### src/rtl/amo_pkg.sv
package amo_pkg;
  localparam int XLEN = 64;
  localparam logic [7:0] OPC_DWORD = 8'hDB;
  localparam logic [7:0] OPC_WORD  = 8'hC3;

  typedef enum logic [2:0] {
    OP_ADD, OP_OR, OP_AND, OP_XOR, OP_XCHG, OP_CAS
  } amo_op_e;

  typedef struct packed {
    amo_op_e     op;
    logic        fetch;
    logic        word32;
    logic [3:0]  dst;
    logic [3:0]  src;
    logic [15:0] off;
  } amo_insn_t;
endpackage

### src/rtl/amo_decode.sv
module amo_decode import amo_pkg::*; #(
  parameter bit BIG_ENDIAN = 1'b0
) (
  input  logic [63:0] insn_i,
  output amo_insn_t   dec_o,
  output logic        illegal_o
);
  logic [7:0]  opc;
  logic [3:0]  dst, src;
  logic [15:0] off;
  logic [31:0] imm;

  assign opc = insn_i[7:0];

  generate
    if (BIG_ENDIAN) begin : g_be
      assign dst = insn_i[15:12];
      assign src = insn_i[11:8];
      assign off = {insn_i[23:16], insn_i[31:24]};
      assign imm = {insn_i[39:32], insn_i[47:40], insn_i[55:48], insn_i[63:56]};
    end else begin : g_le
      assign dst = insn_i[11:8];
      assign src = insn_i[15:12];
      assign off = insn_i[31:16];
      assign imm = insn_i[63:32];
    end
  endgenerate

  logic    sel_ok;
  amo_op_e op;

  always_comb begin
    sel_ok = 1'b1;
    op     = OP_ADD;
    unique case (imm[7:0])
      8'h00, 8'h01: op = OP_ADD;
      8'h40, 8'h41: op = OP_OR;
      8'h50, 8'h51: op = OP_AND;
      8'hA0, 8'hA1: op = OP_XOR;
      8'hE1:        op = OP_XCHG;
      8'hF1:        op = OP_CAS;
      default:      sel_ok = 1'b0;
    endcase
  end

  always_comb begin
    dec_o.op     = op;
    dec_o.fetch  = imm[0];
    dec_o.word32 = (opc == OPC_WORD);
    dec_o.dst    = dst;
    dec_o.src    = src;
    dec_o.off    = off;
  end

  assign illegal_o = !sel_ok || (imm[31:8] != '0) ||
                     ((opc != OPC_DWORD) && (opc != OPC_WORD));
endmodule

### src/rtl/amo_alu.sv
module amo_alu import amo_pkg::*; (
  input  amo_op_e          op_i,
  input  logic             word32_i,
  input  logic             hi_i,
  input  logic [XLEN-1:0]  old_i,
  input  logic [XLEN-1:0]  src_i,
  input  logic [XLEN-1:0]  cmp_i,
  output logic [XLEN-1:0]  new_o,
  output logic [XLEN-1:0]  wb_o,
  output logic             mem_we_o
);
  localparam int HW = XLEN / 2;

  logic [XLEN-1:0] old_l, src_l, cmp_l, res_l;

  always_comb begin
    if (word32_i) begin
      old_l = {{HW{1'b0}}, (hi_i ? old_i[XLEN-1:HW] : old_i[HW-1:0])};
      src_l = {{HW{1'b0}}, src_i[HW-1:0]};
      cmp_l = {{HW{1'b0}}, cmp_i[HW-1:0]};
    end else begin
      old_l = old_i;
      src_l = src_i;
      cmp_l = cmp_i;
    end

    mem_we_o = 1'b1;
    unique case (op_i)
      OP_ADD:  res_l = old_l + src_l;
      OP_OR:   res_l = old_l | src_l;
      OP_AND:  res_l = old_l & src_l;
      OP_XOR:  res_l = old_l ^ src_l;
      OP_XCHG: res_l = src_l;
      OP_CAS: begin
        res_l    = src_l;
        mem_we_o = (old_l == cmp_l);
      end
      default: res_l = old_l;
    endcase

    if (!word32_i)  new_o = res_l;
    else if (hi_i)  new_o = {res_l[HW-1:0], old_i[HW-1:0]};
    else            new_o = {old_i[XLEN-1:HW], res_l[HW-1:0]};

    wb_o = old_l;
  end
endmodule

### src/rtl/amo_mem.sv
module amo_mem #(
  parameter int WORDS = 16,
  parameter int DW    = 64,
  localparam int AW   = $clog2(WORDS)
) (
  input  logic          clk_i,
  input  logic          rst_ni,
  input  logic          a_re_i,
  input  logic          a_we_i,
  input  logic [AW-1:0] a_addr_i,
  input  logic [DW-1:0] a_wdata_i,
  output logic [DW-1:0] a_rdata_o,
  input  logic          b_en_i,
  input  logic          b_we_i,
  input  logic [AW-1:0] b_addr_i,
  input  logic [DW-1:0] b_wdata_i,
  output logic [DW-1:0] b_rdata_o
);
  logic [DW-1:0] mem_q [WORDS];

  always_ff @(posedge clk_i or negedge rst_ni) begin
    if (!rst_ni) begin
      for (int i = 0; i < WORDS; i++) mem_q[i] <= '0;
      a_rdata_o <= '0;
      b_rdata_o <= '0;
    end else begin
      if (a_re_i) a_rdata_o <= mem_q[a_addr_i];
      if (a_we_i) mem_q[a_addr_i] <= a_wdata_i;
      if (b_en_i && b_we_i) mem_q[b_addr_i] <= b_wdata_i;
      if (b_en_i && !b_we_i) b_rdata_o <= mem_q[b_addr_i];
    end
  end

  AST_ONE_WRITER: assert property (@(posedge clk_i) disable iff (!rst_ni)
    !((a_we_i || a_re_i) && b_en_i));
endmodule

### src/rtl/amo_unit.sv
module amo_unit import amo_pkg::*; #(
  parameter int MEM_WORDS  = 16,
  parameter bit BIG_ENDIAN = 1'b0,
  localparam int AW        = $clog2(MEM_WORDS)
) (
  input  logic            clk_i,
  input  logic            rst_ni,
  input  logic            req_i,
  input  logic [63:0]     insn_i,
  output logic [3:0]      rf_dst_addr_o,
  output logic [3:0]      rf_src_addr_o,
  input  logic [63:0]     rf_dst_data_i,
  input  logic [63:0]     rf_src_data_i,
  input  logic [63:0]     rf_r0_data_i,
  output logic            rf_we_o,
  output logic [3:0]      rf_waddr_o,
  output logic [63:0]     rf_wdata_o,
  output logic            busy_o,
  output logic            illegal_o,
  output logic            fault_o,
  input  logic            p2_req_i,
  input  logic            p2_we_i,
  input  logic [AW-1:0]   p2_addr_i,
  input  logic [63:0]     p2_wdata_i,
  output logic            p2_gnt_o,
  output logic [63:0]     p2_rdata_o
);
  typedef enum logic [1:0] {S_IDLE, S_READ, S_WRITE} state_e;

  state_e    state_q;
  amo_insn_t dec;
  logic      dec_ill;

  amo_decode #(.BIG_ENDIAN(BIG_ENDIAN)) u_dec (
    .insn_i   (insn_i),
    .dec_o    (dec),
    .illegal_o(dec_ill)
  );

  assign rf_dst_addr_o = dec.dst;
  assign rf_src_addr_o = dec.src;

  logic [63:0] ea;
  logic        misal, try_acc, start;
  assign ea      = rf_dst_data_i + {{48{dec.off[15]}}, dec.off};
  assign misal   = dec.word32 ? (ea[1:0] != 2'b00) : (ea[2:0] != 3'b000);
  assign try_acc = req_i && (state_q == S_IDLE);
  assign start   = try_acc && !dec_ill && !misal;

  logic unused_ea_hi;
  assign unused_ea_hi = ^ea[63:AW+3];

  amo_op_e       op_q;
  logic          fetch_q, w32_q, hi_q;
  logic [3:0]    src_idx_q;
  logic [AW-1:0] widx_q;
  logic [63:0]   src_q, r0_q;
  logic          ill_q, flt_q;

  always_ff @(posedge clk_i or negedge rst_ni) begin
    if (!rst_ni) begin
      state_q   <= S_IDLE;
      op_q      <= OP_ADD;
      fetch_q   <= 1'b0;
      w32_q     <= 1'b0;
      hi_q      <= 1'b0;
      src_idx_q <= '0;
      widx_q    <= '0;
      src_q     <= '0;
      r0_q      <= '0;
      ill_q     <= 1'b0;
      flt_q     <= 1'b0;
    end else begin
      ill_q <= try_acc && dec_ill;
      flt_q <= try_acc && !dec_ill && misal;
      unique case (state_q)
        S_IDLE: if (start) begin
          state_q   <= S_READ;
          op_q      <= dec.op;
          fetch_q   <= dec.fetch;
          w32_q     <= dec.word32;
          hi_q      <= ea[2];
          src_idx_q <= dec.src;
          widx_q    <= ea[AW+2:3];
          src_q     <= rf_src_data_i;
          r0_q      <= rf_r0_data_i;
        end
        S_READ:  state_q <= S_WRITE;
        S_WRITE: state_q <= S_IDLE;
        default: state_q <= S_IDLE;
      endcase
    end
  end

  logic [63:0] mem_old, alu_new, alu_wb;
  logic        alu_we;

  amo_alu u_alu (
    .op_i    (op_q),
    .word32_i(w32_q),
    .hi_i    (hi_q),
    .old_i   (mem_old),
    .src_i   (src_q),
    .cmp_i   (r0_q),
    .new_o   (alu_new),
    .wb_o    (alu_wb),
    .mem_we_o(alu_we)
  );

  assign p2_gnt_o = p2_req_i && (state_q == S_IDLE) && !req_i;

  amo_mem #(.WORDS(MEM_WORDS), .DW(64)) u_mem (
    .clk_i    (clk_i),
    .rst_ni   (rst_ni),
    .a_re_i   (state_q == S_READ),
    .a_we_i   ((state_q == S_WRITE) && alu_we),
    .a_addr_i (widx_q),
    .a_wdata_i(alu_new),
    .a_rdata_o(mem_old),
    .b_en_i   (p2_gnt_o),
    .b_we_i   (p2_we_i),
    .b_addr_i (p2_addr_i),
    .b_wdata_i(p2_wdata_i),
    .b_rdata_o(p2_rdata_o)
  );

  assign busy_o     = (state_q != S_IDLE);
  assign rf_we_o    = (state_q == S_WRITE) && fetch_q;
  assign rf_waddr_o = (op_q == OP_CAS) ? 4'd0 : src_idx_q;
  assign rf_wdata_o = alu_wb;
  assign illegal_o  = ill_q;
  assign fault_o    = flt_q;

  AST_P2_LOCKED: assert property (@(posedge clk_i) disable iff (!rst_ni)
    busy_o |-> !p2_gnt_o);
  AST_ERR_NO_ACCESS: assert property (@(posedge clk_i) disable iff (!rst_ni)
    (illegal_o || fault_o) |-> !busy_o);
  AST_PULSE_EXCL: assert property (@(posedge clk_i) disable iff (!rst_ni)
    !(illegal_o && fault_o));
  AST_BUSY_START: assert property (@(posedge clk_i) disable iff (!rst_ni)
    $rose(busy_o) |=> busy_o);
  AST_BUSY_END: assert property (@(posedge clk_i) disable iff (!rst_ni)
    (busy_o && $past(busy_o)) |=> !busy_o);
  AST_WB_IN_BUSY: assert property (@(posedge clk_i) disable iff (!rst_ni)
    rf_we_o |-> (busy_o && $past(busy_o)));
endmodule

### config.mk
export PLATFORM = sky130hd
export DESIGN_NAME = amo_unit
export DESIGN_NICKNAME = d
export VERILOG_FILES = /design/src/rtl/amo_pkg.sv /design/src/rtl/amo_decode.sv /design/src/rtl/amo_alu.sv /design/src/rtl/amo_mem.sv /design/src/rtl/amo_unit.sv
export SDC_FILE = /design/constraint.sdc
export NUM_CORES = 2
export LEC_CHECK = 0
export BUFFER_PORTS_ARGS = -buffer_cell sky130_fd_sc_hd__buf_2
export CAP_MARGIN = 20
export CELL_PAD_IN_SITES_DETAIL_PLACEMENT = 0
export CELL_PAD_IN_SITES_GLOBAL_PLACEMENT = 1
export CORE_MARGIN = 4
export CORE_UTILIZATION = 35
export CTS_CLUSTER_DIAMETER = 150
export DETAILED_ROUTE_END_ITERATION = 12
export PLACE_DENSITY = 0.7
export SYNTH_ARGS = -nofsm -noshare
export SYNTH_HDL_FRONTEND = slang
export SYNTH_SLANG_ARGS = --single-unit
### constraint.sdc
create_clock -name clk_i -period 7.9 [get_ports clk_i]
set_clock_uncertainty 0.15 [all_clocks]
set_input_delay 0.395 -clock clk_i [delete_from_list [all_inputs] [get_ports clk_i]]
set_output_delay 0.395 -clock clk_i [all_outputs]
set_load 0.03 [all_outputs]
# Word-level counts from Yosys, hierarchy flattened
# Cells that the tools add are included.
# totals
in_bits	329
elab_cells	123
ff_bits	1298
output_inout_bits	145
# op_classes
eq_ne	21
n_bitwise	5
reduce_logical	34
mux	28
order_cmp	4
n_addsub	2
# ops
cell	count
1024-bit bitwise mux	2
1024-bit 2-to-1 mux	2
64-bit 2-to-1 mux	11
64-bit binary-select mux with 4-bit select	2
64-bit demux with 4-bit select	2
64-bit one-hot mux with 5 select lines	1
64-bit adder	1
64-bit bitwise AND	1
64-bit equality test	1
64-bit bitwise OR	1
64-bit bitwise XOR	1
8-bit equality test (second input constant)	5
8-bit by 7-bit equality test with 1-bit output (second input constant)	4
32-bit 2-to-1 mux	1
24-bit nonzero test	1
8-bit inequality test (second input constant)	2
3-bit one-hot mux with 5 select lines	1
1-bit logical AND	14
5-bit >= comparator (second input constant)	2
5-bit by 1-bit < comparator with 1-bit output (second input constant)	2
4-bit NOT with 5-bit output	2
10-bit OR reduction	1
8-bit by 1-bit equality test with 1-bit output (second input constant)	1
8-bit zero test	1
other kinds (19)	32

# Longest topological paths before layout
# logic_depth
depth_word	11
depth_mapped	22
ltp_nobuf	16

# Modules after synthesis
# From an unflattened synthesis, not the netlist that was laid out.
# hier_totals
cells_unflattened	8890
area_unflattened_um2	84426.0
# by_module_without_submodules
mod	area_per_inst_um2	cells_per_inst	n_inst
amo_mem	67726.2	6857	1
amo_alu	10078.4	1619	1
amo_unit	6224.7	358	1
amo_decode	396.6	56	1

# Worst setup path before layout
# Ideal clock, no wire load.
# synth_timing
path_kind	flip-flop to flip-flop
from	register hi_q
to	register u_mem.mem_q[828] (netlist bit)
required_ns	7.632
setup_time_ns	0.118
stages_incl_launch_ff	22
slack_ns	2.619
arrival_time_ns	5.013
cell_sequence	dfrtp_1 -> buf_4 -> and2_1 -> buf_6 -> buf_2 -> buf_1 -> clkbuf_1 -> buf_1 -> mux2i_1 -> inv_1 -> ha_1 -> a21o_1 -> a21o_1 -> o2111ai_1 -> and3_1 -> a2111oi_0 -> o41ai_1 -> a21oi_1 -> a41oi_1 -> buf_2 -> a211oi_1 -> a21o_1
# synth_between
elab_chain_len	10
word_cells_on_any_way	16
classes_between	add/sub: 1; eq/ne: 1; mux: 10; bitwise: 3; reduce/logical: 1
# synth_rtl
element	line_no	rtl
from (decl)	amo_unit.sv:54	logic fetch_q, w32_q, hi_q;
from (signal assigned)	amo_unit.sv:82	hi_q <= ea[2];
32-bit 2-to-1 mux (*)	amo_alu.sv:18	old_l = {{HW{1'b0}}, (hi_i ? old_i[XLEN-1:HW] : old_i[HW-1:0])};
64-bit 2-to-1 mux (*)	amo_alu.sv:17	if (word32_i) begin
named net rf_wdata_o[3]	amo_unit.sv:17	output logic [63:0] rf_wdata_o,
64-bit adder	amo_alu.sv:29	OP_ADD: res_l = old_l + src_l;
64-bit one-hot mux with 5 select lines	amo_alu.sv:28	unique case (op_i)
64-bit 2-to-1 mux	amo_alu.sv:42	else if (hi_i) new_o = {res_l[HW-1:0], old_i[HW-1:0]};
64-bit 2-to-1 mux	amo_alu.sv:41	if (!word32_i) new_o = res_l;
1024-bit bitwise mux	amo_mem.sv:28	if (a_we_i) mem_q[a_addr_i] <= a_wdata_i;
1024-bit 2-to-1 mux (*)	amo_mem.sv:28	
1024-bit bitwise mux	amo_mem.sv:29	if (b_en_i && b_we_i) mem_q[b_addr_i] <= b_wdata_i;
1024-bit 2-to-1 mux (*)	amo_mem.sv:29	
to (signal, indexed assignment)	amo_mem.sv:28	
to (signal, indexed assignment)	amo_mem.sv:29	
to (decl)	amo_mem.sv:19	logic [DW-1:0] mem_q [WORDS];
# Mark *: on every way through the listed nets, which the timed path passes. The rest lies on a longest branch.
# A chain may end at the register's enable or synchronous reset.

# Worst setup path after layout
# layout_timing
from	register w32_q
to	register u_mem.mem_q[1009] (netlist bit)
# layout_between
elab_chain_len	9
word_cells_on_any_way	17
classes_between	add/sub: 1; eq/ne: 1; mux: 11; bitwise: 3; reduce/logical: 1
# layout_rtl
element	line_no	rtl
from (decl)	amo_unit.sv:54	
from (signal assigned)	amo_unit.sv:81	w32_q <= dec.word32;
64-bit 2-to-1 mux	amo_alu.sv:17	
64-bit adder (tied with other cells)	amo_alu.sv:29	
64-bit one-hot mux with 5 select lines	amo_alu.sv:28	
64-bit 2-to-1 mux	amo_alu.sv:42	
64-bit 2-to-1 mux	amo_alu.sv:41	
1024-bit bitwise mux	amo_mem.sv:28	
1024-bit 2-to-1 mux (*)	amo_mem.sv:28	
1024-bit bitwise mux	amo_mem.sv:29	
1024-bit 2-to-1 mux (*)	amo_mem.sv:29	
# Mark *: on every way between the ends. The rest lies on a longest branch, timed or not.

==> metrics.cfg <==
[timing]
fmax_mhz = 155
worst_slew_pin_slew_ps = 1300
rsz0062_at_grt = false
hold_viol = 0
setup_viol = 0
period_needed_ps = 6440
final_max_slew_viol_count = 0
fin_crit_sh_pct = 81.5
tns_ps = 0
max-slew-margin-rel_pct = 13.1

[setup_path]
worstPathRequired_ps = 8480
start_kind = flip-flop
slowest_stage = o311ai_1
crit_arrival_ps = 7010
end_kind = flip-flop
crit_type = reg -> reg
worstPathCellList = and2_2 -> mux2i_1 -> inv_1 -> ha_1 -> a21oi_1 -> o21ai_0 -> a21oi_1 -> a31oi_1 -> o311ai_1 -> nand2_1 -> o41a_1 -> nand2_1 -> mux2i_1 -> o21ai_0
max_stage_delay_ps = 790
crit_fanout = 23

[global_routing]
grt_max_degree = 166
grt.busiest_layer = met2
use_met2_pct = 47.1
antenna_found_initial = 57
gr-total-overflow = 0
track_usage_pct = 32.5
grt_pass1_wl_mm = 582
use_met3_pct = 9.85
met1_usage_pct = 41.9
grt_pass1_vias = 75900

[synth]
synth.distinct_cells = 87
synth_cells = 8766
ys.flop_type = dfrtp_1
syn-cell-area_um2 = 84000
synth_edf_count = 0
synthArstFlopShare_pct = 100
synth_fp_nets = 9240
synth-seq-cells = 1298
yosysSeqAreaShare_pct = 38.7
syn_area_per_cell_um2 = 9.59
synth_warnings = 0

[clock_network]
clkSlewWorstSetupHoldPaths_ps = 60
cts_root_buffer = clkbuf_16
post_cts_buffers = 0
cts_buffer_depth = 3
holdBufCountCts = 232
cts_inserted_buffers = 152
ctsResizeCount = 0
clk_latency_ps = 840
cts_tree = built
htreeDepth = 4
cts_sinks = 1298

[flow_run]
cap_violations = 0

[routing]
antenna_left = 0
routedWlPerCell_um = 34.1
remaining_drc_errors = 0
routed_wl_mm = 416
drtIter0Drc = 11100
viasPerCell = 6.44
first_pass_iters = 7
vias = 78700

[power]
combPwrFrac_pct = 17.7
pwr-share-seq_pct = 43.6
p_leak_nw = 38.6
p_sw_share_pct = 28.8
clockPowerShare_pct = 38.7
powerDensity_nw_per_um2 = 196
power_switching_mw = 5.49
totalPowerFinal_mw = 19.0
intPower_mw = 13.6
ir_drop_v = 0.000253

[die]
pin_count = 474
core-area_um2 = 238000
rows = 179
start_util_pct = 35.3
die_y_um = 498
die-area_um2 = 248000
dieWidth_um = 498

[final_layout]
seqCellArea_um2 = 32500
multi_input_area_um2 = 47800
layout-drive-gt1-share_pct = 20.3
area_delta_synth_final_pct = 15.4
fill_cells = 22900
nNetsFinal = 9368

[placed_design]
hpwlAfterDp_mm = 266
io_buffers = 399
gp_congestion = 0.994

[hold_path]
hp-class = in -> reg

[run_status]
status = finished clean

-- power groups by stage --
stage	logic (mW)	clock network (mW)	registers, mW
2_1_floorplan	2.10	0	8.33
3_3_place_gp	3.15	0	8.29
3_5_place_dp	3.24	0	8.36
4_1_cts	3.35	7.43	8.26
5_1_grt	3.64	7.68	8.40
6_report	3.37	7.37	8.31
-- per-stage QoR --
| stage | utilization [%] | std cells | hold slack, ps | setup WS (ps) | area [um^2] |
|---|---|---|---|---|---|
| after floorplan | - | 8766 | -50.6 | 2620 | 84000 |
| after global placement | 37.5 | 11700 | 212 | 1760 | 89400 |
| after detailed placement | 37.5 | 11700 | 215 | 1670 | 89400 |
| after CTS | 40.6 | 12200 | 15.0 | 1650 | 96800 |
| after global routing | 40.7 | 12200 | 78.6 | 1390 | 96900 |
| final | 40.7 | 12200 | 40.4 | 1460 | 97000 |
-- placed cells by master (no fill, tap or decap), types with 24 or more instances in the layout --
master,instances
nand2_1,1384
dfrtp_1,1291
o21ai_0,759
a21oi_1,726
nor2_1,725
mux4_2,642
buf_2,396
mux2i_1,342
buf_4,235
dlygate4sd3_1,232
and3_1,199
inv_1,184
clkbuf_16,156
a31oi_1,149
ha_1,143
mux2_2,130
nand3_1,103
nor3_1,100
a21o_1,94
xnor2_1,67
a221o_1,67
a211oi_1,64
o22ai_1,58
nand4_1,44
o21a_1,44
o21ai_1,42
or3_1,41
clkbuf_8,40
buf_12,32
diode_2,31
clkbuf_1,31
nor2_4,25
clkinv_2,24
-- path summary, 6_finish.rpt --
kind                                          start                              end  slack, ps  depth (start not counted)
max                               w32_q$_DFFE_PN0P_      u_mem.mem_q[1009]$_DFF_PN0_       1460                         14
min                                      insn_i[21]            widx_q[3]$_DFFE_PN0P_         40                          5
max reg2reg                       w32_q$_DFFE_PN0P_      u_mem.mem_q[1009]$_DFF_PN0_       1460                         14
min reg2reg                src_idx_q[0]$_DFFE_PN0P_         src_idx_q[0]$_DFFE_PN0P_        310                          2
max in group asynchronous                    rst_ni  u_mem.b_rdata_o[49]$_DFFE_PN0P_       5030                          5
min in group asynchronous                    rst_ni            widx_q[0]$_DFFE_PN0P_        520                          3
-- layer usage --
| layer | up-vias | share of wire [%] |
|---|---|---|
| met2 | 5848 | 42 |
| met3 | 1360 | 12 |
| li1 | 32000 | - |
| met4 | 31 | 7.8 |
| met5 | - | 0.065 |
| met1 | 39400 | 38 |
-- registers in the layout, indices dropped and copies added, names as in the netlist, 2 cells and up --
name and cells:
u_mem.mem_q 1024, r0_q 64, src_q 64, u_mem.a_rdata_o 64
u_mem.b_rdata_o 64, src_idx_q 4, widx_q 4, op_q 3
state_q 2
-- cell families after synthesis --
family / count (synthesis) / share of synthesized area (%)
buffers and inverters: 1119 / 5.47
and+or+nand+nor: 2749 / 13.8
xor gates and xnor gates: 90 / 0.938
muxes: 1114 / 23.0
DFF: 1298 / 38.7
adders and majority gates: 145 / 2.18
AOI/OAI and AO/OA: 2251 / 15.9
-- critical path: cells and delay by family, from the launching register on --
kind                       cells  cell delay [ps]
muxes                          2              690
and+or+nand+nor                3             1670
buffers and inverters          1              170
AOI/OAI and AO/OA              7             2660
adders and majority gates      1              310
DFF                            1              600
-- Yosys cell counts, types with 16 or more instances --
library cell     n  area [um^2]
a211oi_1        65          488
a21o_1          94          706
a21oi_1        726         3630
a221o_1         67          671
a221oi_1        21          184
a31oi_1        152          951
a41o_1          16          160
and3_1         199         1240
buf_1          166          623
buf_2           97          485
buf_4           41          308
clkbuf_1       613         2300
dfrtp_1       1298        32500
ha_1           143         1790
inv_1          185          694
mux2_2         130         1460
mux2i_1        342         3420
mux4_2         642        14500
nand2_1       1393         5230
nand2b_1        19          119
nand3_1        106          531
nand4_1         44          275
nor2_1         751         2820
nor2b_1         21          131
nor3_1         103          515
nor4_1          21          131
o211ai_1        23          173
o21a_1          44          330
o21ai_0        759         3800
o21ai_1         42          210
o221ai_1        20          175
o22ai_1         58          363
o31ai_1         18          135
or2_2           17          106
or3_1           41          257
xnor2_1         67          587
xor2_1          23          201
-- cell type report --
type                    instances  area share, %
well taps                    3167           4.09
multi-input cells            6349           49.3
diodes                         31         0.0800
clock buffers                 227           4.71
repair buffers                905           7.06
flip-flops and latches       1298           33.5
inverters                     188          0.728
clock inverters                47          0.512
(Power assumes the default switching activity.)
